### config.mk
export PLATFORM = sky130hd
export DESIGN_NAME = memmap_xbar
export DESIGN_NICKNAME = d
export VERILOG_FILES = /design/src/rtl/xbar_pkg.sv /design/src/rtl/xbar_req_capture.sv /design/src/rtl/xbar_addr_decode.sv /design/src/rtl/memmap_xbar.sv
export SDC_FILE = /design/constraint.sdc
export NUM_CORES = 1
export LEC_CHECK = 0
export ABC_AREA = 0
export BUFFER_PORTS_ARGS = -buffer_cell sky130_fd_sc_hd__buf_2
export CAP_MARGIN = 20
export CORE_AREA = 10 10 123 125
export DETAILED_ROUTE_END_ITERATION = 6
export DIE_AREA = 0 0 133 135
export HOLD_SLACK_MARGIN = 0.1
export PLACE_DENSITY = 0.69
export SYNTH_ARGS = -nofsm -noshare
export SYNTH_HDL_FRONTEND = slang
export SYNTH_SLANG_ARGS = --single-unit
export TNS_END_PERCENT = 20
### constraint.sdc
create_clock -name clk -period 2.4 [get_ports clk]
set_input_delay 0.24 -clock clk [delete_from_list [all_inputs] [get_ports clk]]
set_output_delay 0.24 -clock clk [all_outputs]
set_load 0.005 [all_outputs]
### src/rtl/xbar_pkg.sv
package xbar_pkg;

    localparam int ADDR_W     = 32;
    localparam int DATA_W     = 32;
    localparam int BE_W       = DATA_W / 8;
    localparam int OFF_W      = ADDR_W - 2;
    localparam int MAX_SLAVES = 8;

    typedef struct packed {
        logic [ADDR_W-1:0] addr;
        logic              rd;
        logic              wr;
        logic [DATA_W-1:0] wdata;
        logic [BE_W-1:0]   be;
    } req_t;

endpackage

### src/rtl/xbar_req_capture.sv
module xbar_req_capture
    import xbar_pkg::*;
(
    input  logic              clk,
    input  logic              rst,
    input  logic [ADDR_W-1:0] addr_i,
    input  logic              rd_i,
    input  logic              wr_i,
    input  logic [DATA_W-1:0] wdata_i,
    input  logic [BE_W-1:0]   be_i,
    output req_t              req_o
);

    req_t req_d, req_q;

    always_comb begin
        req_d.addr  = addr_i;
        req_d.rd    = rd_i;
        req_d.wr    = wr_i;
        req_d.wdata = wdata_i;
        req_d.be    = be_i;
        if (rst) begin
            req_d = '0;
        end
    end

    // Falling-edge register: the decode side sees a half-cycle-old request.
    always_ff @(negedge clk) begin
        req_q <= req_d;
    end

    assign req_o = req_q;

endmodule

### src/rtl/xbar_addr_decode.sv
module xbar_addr_decode
    import xbar_pkg::*;
#(
    parameter int NUM_SLAVES = 3,
    parameter int SEL_W      = 2,
    parameter logic [MAX_SLAVES-1:0][ADDR_W-1:0] SLAVE_BASE = '0,
    parameter logic [MAX_SLAVES-1:0][ADDR_W-1:0] SLAVE_MASK = '0
) (
    input  logic [ADDR_W-1:0] addr_i,
    output logic              hit_o,
    output logic [SEL_W-1:0]  idx_o
);

    logic [NUM_SLAVES-1:0] match;

    for (genvar i = 0; i < NUM_SLAVES; i++) begin : g_win
        assign match[i] = (addr_i & SLAVE_MASK[i]) == SLAVE_BASE[i];

        initial begin
            assert_base_in_mask_R2: assert ((SLAVE_BASE[i] & SLAVE_MASK[i]) == SLAVE_BASE[i])
                else $error("window %0d: base has bits outside its mask", i);
        end
    end

    // Walk from the top so the lowest matching index is the last one written.
    always_comb begin
        hit_o = 1'b0;
        idx_o = '0;
        for (int i = NUM_SLAVES - 1; i >= 0; i--) begin
            if (match[i]) begin
                hit_o = 1'b1;
                idx_o = SEL_W'(i);
            end
        end
    end

endmodule

### src/rtl/memmap_xbar.sv
module memmap_xbar
    import xbar_pkg::*;
#(
    parameter int NUM_SLAVES = 3,
    parameter logic [MAX_SLAVES-1:0][ADDR_W-1:0] SLAVE_BASE = {
        32'h0, 32'h0, 32'h0, 32'h0, 32'h0,
        32'h1000_0000, 32'h1000_0000, 32'h0000_0000},
    parameter logic [MAX_SLAVES-1:0][ADDR_W-1:0] SLAVE_MASK = {
        32'h0, 32'h0, 32'h0, 32'h0, 32'h0,
        32'hF000_0000, 32'hFFFF_0000, 32'hF000_0000}
) (
    input  logic                                 clk,
    input  logic                                 rst,
    input  logic [31:0]                          m_address_i,
    input  logic                                 m_read_i,
    input  logic                                 m_write_i,
    input  logic [31:0]                          m_writedata_i,
    input  logic [3:0]                           m_byteenable_i,
    output logic [31:0]                          m_readdata_o,
    output logic                                 m_waitrequest_o,
    output logic [NUM_SLAVES-1:0]                s_read_o,
    output logic [NUM_SLAVES-1:0]                s_write_o,
    output logic [NUM_SLAVES-1:0][29:0]          s_offset_o,
    output logic [31:0]                          s_writedata_o,
    output logic [3:0]                           s_byteenable_o,
    input  logic [NUM_SLAVES-1:0][31:0]          s_readdata_i,
    input  logic [NUM_SLAVES-1:0]                s_waitrequest_i,
    output logic                                 err_unaligned_o,
    output logic                                 err_hole_o,
    output logic                                 err_hole_write_o,
    output logic                                 err_proto_o
);

    localparam int SEL_W = (NUM_SLAVES > 1) ? $clog2(NUM_SLAVES) : 1;

    typedef struct packed {
        logic             busy;
        logic [SEL_W-1:0] sel;
        logic             unal;
        logic             hole;
        logic             hole_wr;
        logic             proto;
    } state_t;

    state_t st_d, st_q;
    req_t   req;

    logic             dec_hit;
    logic [SEL_W-1:0] dec_idx;
    logic             active, both, aligned, fwd_new, fwd;
    logic [SEL_W-1:0] sel_live;

    xbar_req_capture u_capture (
        .clk     (clk),
        .rst     (rst),
        .addr_i  (m_address_i),
        .rd_i    (m_read_i),
        .wr_i    (m_write_i),
        .wdata_i (m_writedata_i),
        .be_i    (m_byteenable_i),
        .req_o   (req)
    );

    xbar_addr_decode #(
        .NUM_SLAVES (NUM_SLAVES),
        .SEL_W      (SEL_W),
        .SLAVE_BASE (SLAVE_BASE),
        .SLAVE_MASK (SLAVE_MASK)
    ) u_decode (
        .addr_i (req.addr),
        .hit_o  (dec_hit),
        .idx_o  (dec_idx)
    );

    assign active   = req.rd | req.wr;
    assign both     = req.rd & req.wr;
    assign aligned  = (req.addr[1:0] == 2'b00);
    assign fwd_new  = !st_q.busy && active && !both && aligned && dec_hit;
    assign fwd      = st_q.busy || fwd_new;
    assign sel_live = st_q.busy ? st_q.sel : dec_idx;

    for (genvar i = 0; i < NUM_SLAVES; i++) begin : g_port
        logic [ADDR_W-1:0] local_addr;
        assign local_addr    = req.addr & ~SLAVE_MASK[i];
        assign s_offset_o[i] = local_addr[ADDR_W-1:2];
        assign s_read_o[i]   = fwd && (sel_live == SEL_W'(i)) && req.rd;
        assign s_write_o[i]  = fwd && (sel_live == SEL_W'(i)) && req.wr;
    end

    assign s_writedata_o   = req.wdata;
    assign s_byteenable_o  = req.be;
    assign m_waitrequest_o = fwd ? s_waitrequest_i[sel_live] : 1'b0;
    assign m_readdata_o    = fwd ? s_readdata_i[sel_live] : '0;

    always_comb begin
        st_d         = st_q;
        st_d.unal    = 1'b0;
        st_d.hole    = 1'b0;
        st_d.hole_wr = 1'b0;
        st_d.proto   = 1'b0;
        if (st_q.busy) begin
            if (!s_waitrequest_i[st_q.sel]) begin
                st_d.busy = 1'b0;
            end
        end else if (active) begin
            if (both) begin
                st_d.proto = 1'b1;
            end else if (!aligned) begin
                st_d.unal = 1'b1;
            end else if (!dec_hit) begin
                st_d.hole    = 1'b1;
                st_d.hole_wr = req.wr;
            end else if (s_waitrequest_i[dec_idx]) begin
                st_d.busy = 1'b1;
                st_d.sel  = dec_idx;
            end
        end
        if (rst) begin
            st_d = '0;
        end
    end

    always_ff @(posedge clk) begin
        st_q <= st_d;
    end

    assign err_unaligned_o  = st_q.unal;
    assign err_hole_o       = st_q.hole;
    assign err_hole_write_o = st_q.hole_wr;
    assign err_proto_o      = st_q.proto;

    assert_single_strobe_R2: assert property (@(posedge clk) disable iff (rst)
        $onehot0(s_read_o | s_write_o));

    assert_lock_hold_R6: assert property (@(posedge clk) disable iff (rst)
        (st_q.busy && s_waitrequest_i[st_q.sel]) |=> (st_q.busy && st_q.sel == $past(st_q.sel)));

    assert_no_fwd_on_fault_R7: assert property (@(posedge clk) disable iff (rst)
        (active && !st_q.busy && (!aligned || both || !dec_hit))
            |-> ((s_read_o | s_write_o) == '0 && !m_waitrequest_o));

    assert_hole_pulse_R8: assert property (@(posedge clk) disable iff (rst)
        err_hole_write_o |-> err_hole_o);

    assert_proto_cause_R9: assert property (@(posedge clk) disable iff (rst)
        $rose(err_proto_o) |-> $past(both && !st_q.busy));

endmodule

==> results of run 1 <==
==> area by class of cell <==
type                       instances  share of cell area
antenna                            1           0.0004047
clock buffer                       9             0.03642
clock inverter                    77             0.05403
inverter                           2            0.001214
multi-input combinational        201              0.2558
sequential                        77              0.2525
tap                              172             0.03480
timing repair buffer             365              0.3648
==> cell families after synthesis <==
| family | after synthesis |
|---|---|
| compound gates | 41 |
| flops | 77 |
| other cells | 1 |
| buf+inv | 149 |
| xor+xnor | 1 |
| simple gates | 100 |
| mux | 35 |
==> final timing paths <==
check	from	to	cells after the start
hold reg to reg	st_q[5]	st_q[5]	2
setup reg to reg	u_capture.req_o[59]	st_q[6]	9
setup / recovery	u_capture.req_o[59]	m_readdata_o[14]	8
hold / removal	s_waitrequest_i[2]	st_q[5]	3
==> cell usage after synthesis (2+ instances only) <==
library cell,n
and3b_1,2
and3_1,2
nor3_1,2
o2bb2ai_1,34
nor2_1,6
a21oi_1,2
nor4_4,3
dfxtp_1,77
clkbuf_1,9
buf_2,3
buf_6,6
and2_1,3
inv_1,3
buf_4,128
nor3b_2,2
mux2i_1,35
nor2b_1,72
==> power groups by stage <==
stage / logic, mW / registers [mW] / clock network [mW]
floorplan: 0.340 / 1.40 / 0.179
global placement: 0.559 / 1.40 / 0.179
detailed placement: 0.566 / 1.41 / 0.179
CTS: 0.606 / 1.39 / 1.86
global route: 0.668 / 1.40 / 2.01
finish: 0.609 / 1.39 / 1.77
==> repair_timing <==
item,in CTS,in global routing
pin swaps,3,2
hold buffers,0,0
setup buffers,2,0
setup endpoints to repair,68,67
resized for setup,51,13
cloned,0,1
==> metrics by stage <==
stage,setup TNS (ns),total power [mW],std cells
3_3_place_gp,-34.47,2.143,815
5_1_grt,-57.85,4.076,903
3_5_place_dp,-36.45,2.153,815
2_1_floorplan,-27.92,1.922,427
6_report,-50.99,3.775,904
4_1_cts,-52.94,3.859,902
==> flip-flops by register name, indices dropped and copies added, names as in the netlist <==
name	flops
err_hole_o	1
err_hole_write_o	1
err_unaligned_o	1
u_capture.req_o	70
err_proto_o	1
st_q	3
==> critical path, stage by stage (launching register included) <==
cell and delay, ns:
dfxtp_2 0.33, nor4_4 0.31, buf_4 0.19, a31oi_4 0.10, mux2i_4 0.23, nor2b_4 0.25
clkbuf_16 0.21, o2bb2ai_1 0.12, buf_2 0.14
==> per-layer routing <==
| metal | track usage | vias to the layer above |
|---|---|---|
| li1 | - | 1847 |
| met1 | 0.1219 | 1654 |
| met2 | 0.2712 | 204 |
| met3 | 0.1020 | 17 |
| met4 | 0.06846 | 4 |
| met5 | 0 | - |
==> flow_summary.toml, run 1 <==
[status]
outcome = "finished, violations left"
violations = "negative setup slack"

[floorplanning]
die_w_um = 133
io_pins = 340
dieArea_mm2 = 0.01796
die_h_um = 135
rows = 41
core-area_mm2 = 0.01257
start_util = 0.3210

[yosys]
synth-edff-count = 0
synth_mux_area_frac = 0.08685
synth_area_leaders = "dfxtp_1 38%, buf_4 24%, nor2b_1 11%"
synth_cells = 404
synth_top_area_cell = "dfxtp_1"
synthXorXnorAreaFrac = 0.002171
async_flop_share = 0
synth_top_family_by_area = "buffers and inverters"
yosysUniqueCellTypes = 32
seq_area_frac_synth = 0.3821
synth-simple-area-share = 0.1684
synthFlopType = "dfxtp_1"
ys_ff_latch = 77
synthesis.area_mm2 = 0.004034
synth_compound_area_frac = 0.08964
synth.top_cell.area_share = 0.3821
synth_area_per_cell_um2 = 9.985
yosysWarnings = 0
synthAdderAreaFrac = 0

[power_and_ir_drop]
p_int_mw = 2.605
pwr-share-seq = 0.369
swShare = 0.3101
clock_power_share = 0.469
combPwrFrac = 0.161
vdd_drop_max_mv = 0.6534
power.density_mw_per_mm2 = 610.6
p_leak_nw = 3.608
p_sw_mw = 1.171

[grt]
grt_usage = 0.1496
grt_pass1_vias = 4037
grt_antenna_before_repair = 4
grt_start_max_net_pins = 48
grt_pass1_wl_um = 21180
gr-total-overflow = 0

[flow_run]
maxCapViolCount = 0

[timing]
hold_viol = 0
finalSetupViolations = 47
fin_skew_ns = 0.05314
fin_ws_ns = -1.303
report.final.slew_viol_count = 0
rsz0062_at_grt = "yes"
hold_ws_ns = 0.1897

[detailed_routing]
dr_wl_met2_um = 7848
wl_per_cell_um = 16.16
wl_met1_um = 4739
drt-initial-drc-count = 68
wl_um = 14610
firstDrtPassIters = 5
ant_nets = 0
vias = 3726
top_layer = "met5"
routed_via_density = 4.122
drc_errors = 0
met3_length_um = 1826

[layout]
fin_area_mm2 = 0.006183
layout.nets = 897
multi_input_area_mm2 = 0.001582
area_growth_pct = 53.29
fin_util = 0.4920
drive_gt1_frac = 0.5718
seqCellArea_mm2 = 0.001562
layout_common_cells = "293 x buf_2, 72 x inv_1, 71 x nor2b_1"
layout_commonest_cell = "buf_2"
fillers = 1202

[placement]
io_buffers = 315
dpl-instance-area_mm2 = 0.005306
dp_hpwl_um = 11790
place_congestion = 0.8892
pre_cts_ws_ns = -0.9471

[setup_path]
cp.required_ns = 2.16
arrival_ns = 3.46
crit_type = "reg -> out"
startpoint_type = "flop"
end_kind = "output port"
reg2reg_setup_slack_ns = -0.78
crit_path_max_fanout = 18

[clocking]
cts_inserted_buffers = 9
ctsLongestPathBuffers = 2
path_clk_slew_ns = 0.07
cts_root_buffer = "clkbuf_16"
h-tree-depth = 3
cts_tree = "yes"
clock_sinks = 77
clock_latency_ns = 0.40

[worst_hold_path]
hp-class = "in -> reg"
Note: power is estimated with default switching activity, not from simulation.
==> run 2: changes to the inputs <==
--- a/config.mk
+++ b/config.mk
@@ -8,11 +8,14 @@
 export ABC_AREA = 0
 export BUFFER_PORTS_ARGS = -buffer_cell sky130_fd_sc_hd__buf_2
 export CAP_MARGIN = 20
-export CORE_AREA = 10 10 123 125
+export CELL_PAD_IN_SITES_DETAIL_PLACEMENT = 1
+export CELL_PAD_IN_SITES_GLOBAL_PLACEMENT = 2
+export CORE_ASPECT_RATIO = 1.25
+export CORE_MARGIN = 10
+export CORE_UTILIZATION = 20
 export DETAILED_ROUTE_END_ITERATION = 6
-export DIE_AREA = 0 0 133 135
 export HOLD_SLACK_MARGIN = 0.1
-export PLACE_DENSITY = 0.69
+export PLACE_DENSITY_LB_ADDON = 0.1
 export SYNTH_ARGS = -nofsm -noshare
 export SYNTH_HDL_FRONTEND = slang
 export SYNTH_SLANG_ARGS = --single-unit
==> flow_summary.toml, run 2 (synthesis gave the netlist of run 1 again) <==
[status]
outcome = "finished, violations left"
violations = "negative setup slack"

[timing]
hold_viol = 0
finalSetupViolations = 46
fin_ws_ns = -1.327
rsz0062_at_grt = "yes"
fin_skew_ns = 0.06321
hold_ws_ns = 0.2289
report.final.slew_viol_count = 0

[placement]
dp_hpwl_um = 14360
placed_cells = 902
pre_cts_ws_ns = -0.9579
place_congestion = 0.8324
io_buffers = 315
dpl-instance-area_mm2 = 0.005284

[layout]
n_antenna_cell = 0
layout_common_cells = "296 x buf_2, 74 x inv_1, 71 x nor2b_1"
drive_gt1_frac = 0.5602
final_cells = 993
fin_area_mm2 = 0.006186
largest_reg_flops = 70
fillers = 2405
area_growth_pct = 53.35
layout_commonest_cell = "buf_2"
layout.nets = 889
seqCellArea_mm2 = 0.001562
multi_input_area_mm2 = 0.001575

[setup_path]
critPathBufInv = 3
crit_path_top_delay_cell = "or4b_4"
crit_path_max_fanout = 6
critPathTopFamily = "simple AND/OR/NAND/NOR gates"
timing.rr.end = "st_q[6]"
cp_cell_sequence = "or4b_4, a31oi_4, mux2i_4, buf_6, buf_12, mux2i_1, o2bb2ai_1, buf_2"
crit_type = "reg -> out"
reg2reg_setup_slack_ns = -0.75
r2r.worst_path.cells = 8
startpoint_type = "flop"
r2r_start = "u_capture.req_o[68]"
end_kind = "output port"
cp.required_ns = 2.16
arrival_ns = 3.49
slowest_delay_ns = 0.54

[clocking]
ctsLongestPathBuffers = 2
path_clk_slew_ns = 0.06
clock_latency_ns = 0.39
clock_sinks = 77
cts_root_buffer = "clkbuf_16"
cts_inserted_buffers = 9
h-tree-depth = 3
cts_tree = "yes"

[floorplanning]
start_util = 0.2021
core-area_mm2 = 0.01996
io_pins = 340
dieArea_mm2 = 0.02629
die_w_um = 147.0
rows = 58
die_h_um = 178.8

[power_and_ir_drop]
power.density_mw_per_mm2 = 598.4
p_leak_nw = 3.539
vdd_drop_max_mv = 0.2735

[flow_run]
maxCapViolCount = 0

[detailed_routing]
ant_nets = 0
vias = 3853
drt-initial-drc-count = 61
wl_per_cell_um = 17.58
firstDrtPassIters = 6
wl_um = 17460
drc_errors = 0
routed_via_density = 3.880

[worst_hold_path]
hp-class = "in -> reg"
min_to = "st_q[5]"
hp-start = "s_waitrequest_i[2]"
whs_path_depth = 3

[grt]
grt_usage = 0.1258
grt_pass1_vias = 4415
gr-total-overflow = 0
grt_pass1_wl_um = 25350
grt_antenna_before_repair = 4
grt_start_max_net_pins = 46
## run 2: cell types whose count changed in the layout (fill, tap and decap cells not counted), moves of 2 or more
cell,change
buf_4,-6
buf_12,-4
buf_2,+3
buf_6,-3
mux2i_1,-3
buf_16,+2
inv_1,+2
inv_6,+2
inv_8,-2
mux2i_4,+2
o2bb2ai_1,+2
o2bb2ai_2,-2
## run 2: area by class of cell
| class | count | share of cell area |
|---|---|---|
| flip-flops and latches | 77 | 0.2524 |
| clock buffers | 9 | 0.03641 |
| multi-input cells | 201 | 0.2547 |
| clock inverters | 77 | 0.05036 |
| well taps | 270 | 0.05461 |
| repair buffers | 357 | 0.3503 |
| inverters | 2 | 0.001214 |
## run 2: repair_timing
action | 4_1_cts | 5_1_grt
pin swaps | 7 | 5
hold buffers | 0 | 0
setup endpoints to repair | 67 | 67
setup buffers | 3 | 0
resized for setup | 53 | 11
cloned | 2 | 1
## run 2: tightest hold or removal path: cells and delay by family
kind | cells | cell delay, ns
AOI/OAI and AO/OA | 1 | 0.06
and+or+nand+nor | 1 | 0.08
buffers and inverters | 1 | 0.13
## run 2: metrics by stage
stage	TNS, ns	utilization	total power, mW
after floorplan	-27.92	-	1.922
after global placement	-34.77	0.2648	2.130
after detailed placement	-36.81	0.2648	2.136
after CTS	-52.67	0.3062	3.826
after global routing	-56.33	0.3100	4.061
final	-50.70	0.3100	3.701
## run 2: worst max-delay path by stage
stage                        start  cells after the start               end  slack [ns]
5_1_grt        u_capture.req_o[68]                      8  m_readdata_o[13]       -1.43
3_3_place_gp   u_capture.req_o[59]                      7  m_readdata_o[20]       -0.92
6_report       u_capture.req_o[68]                      8  m_readdata_o[13]       -1.33
2_1_floorplan  u_capture.req_o[67]                      7  m_readdata_o[10]       -0.73
4_1_cts        u_capture.req_o[68]                      8  m_readdata_o[20]       -1.35
3_5_place_dp   u_capture.req_o[59]                      7  m_readdata_o[20]       -0.96
## run 2: per-layer routing
layer  routed length [µm]  share of wire  global-route usage
met2                 8928           0.51              0.2198
met1                 5960           0.34              0.1135
met4                  239          0.014             0.05004
met3                 2289           0.13             0.08359
met5                   39         0.0022                   0
## run 2: power breakdown
group	leakage [nW]	internal (mW)	total [mW]	switching [mW]
combinational	2.38	0.342	0.597	0.255
clock	0.517	0.862	1.71	0.849
sequential	0.644	1.36	1.39	0.0358
total	3.54	2.56	3.70	1.14
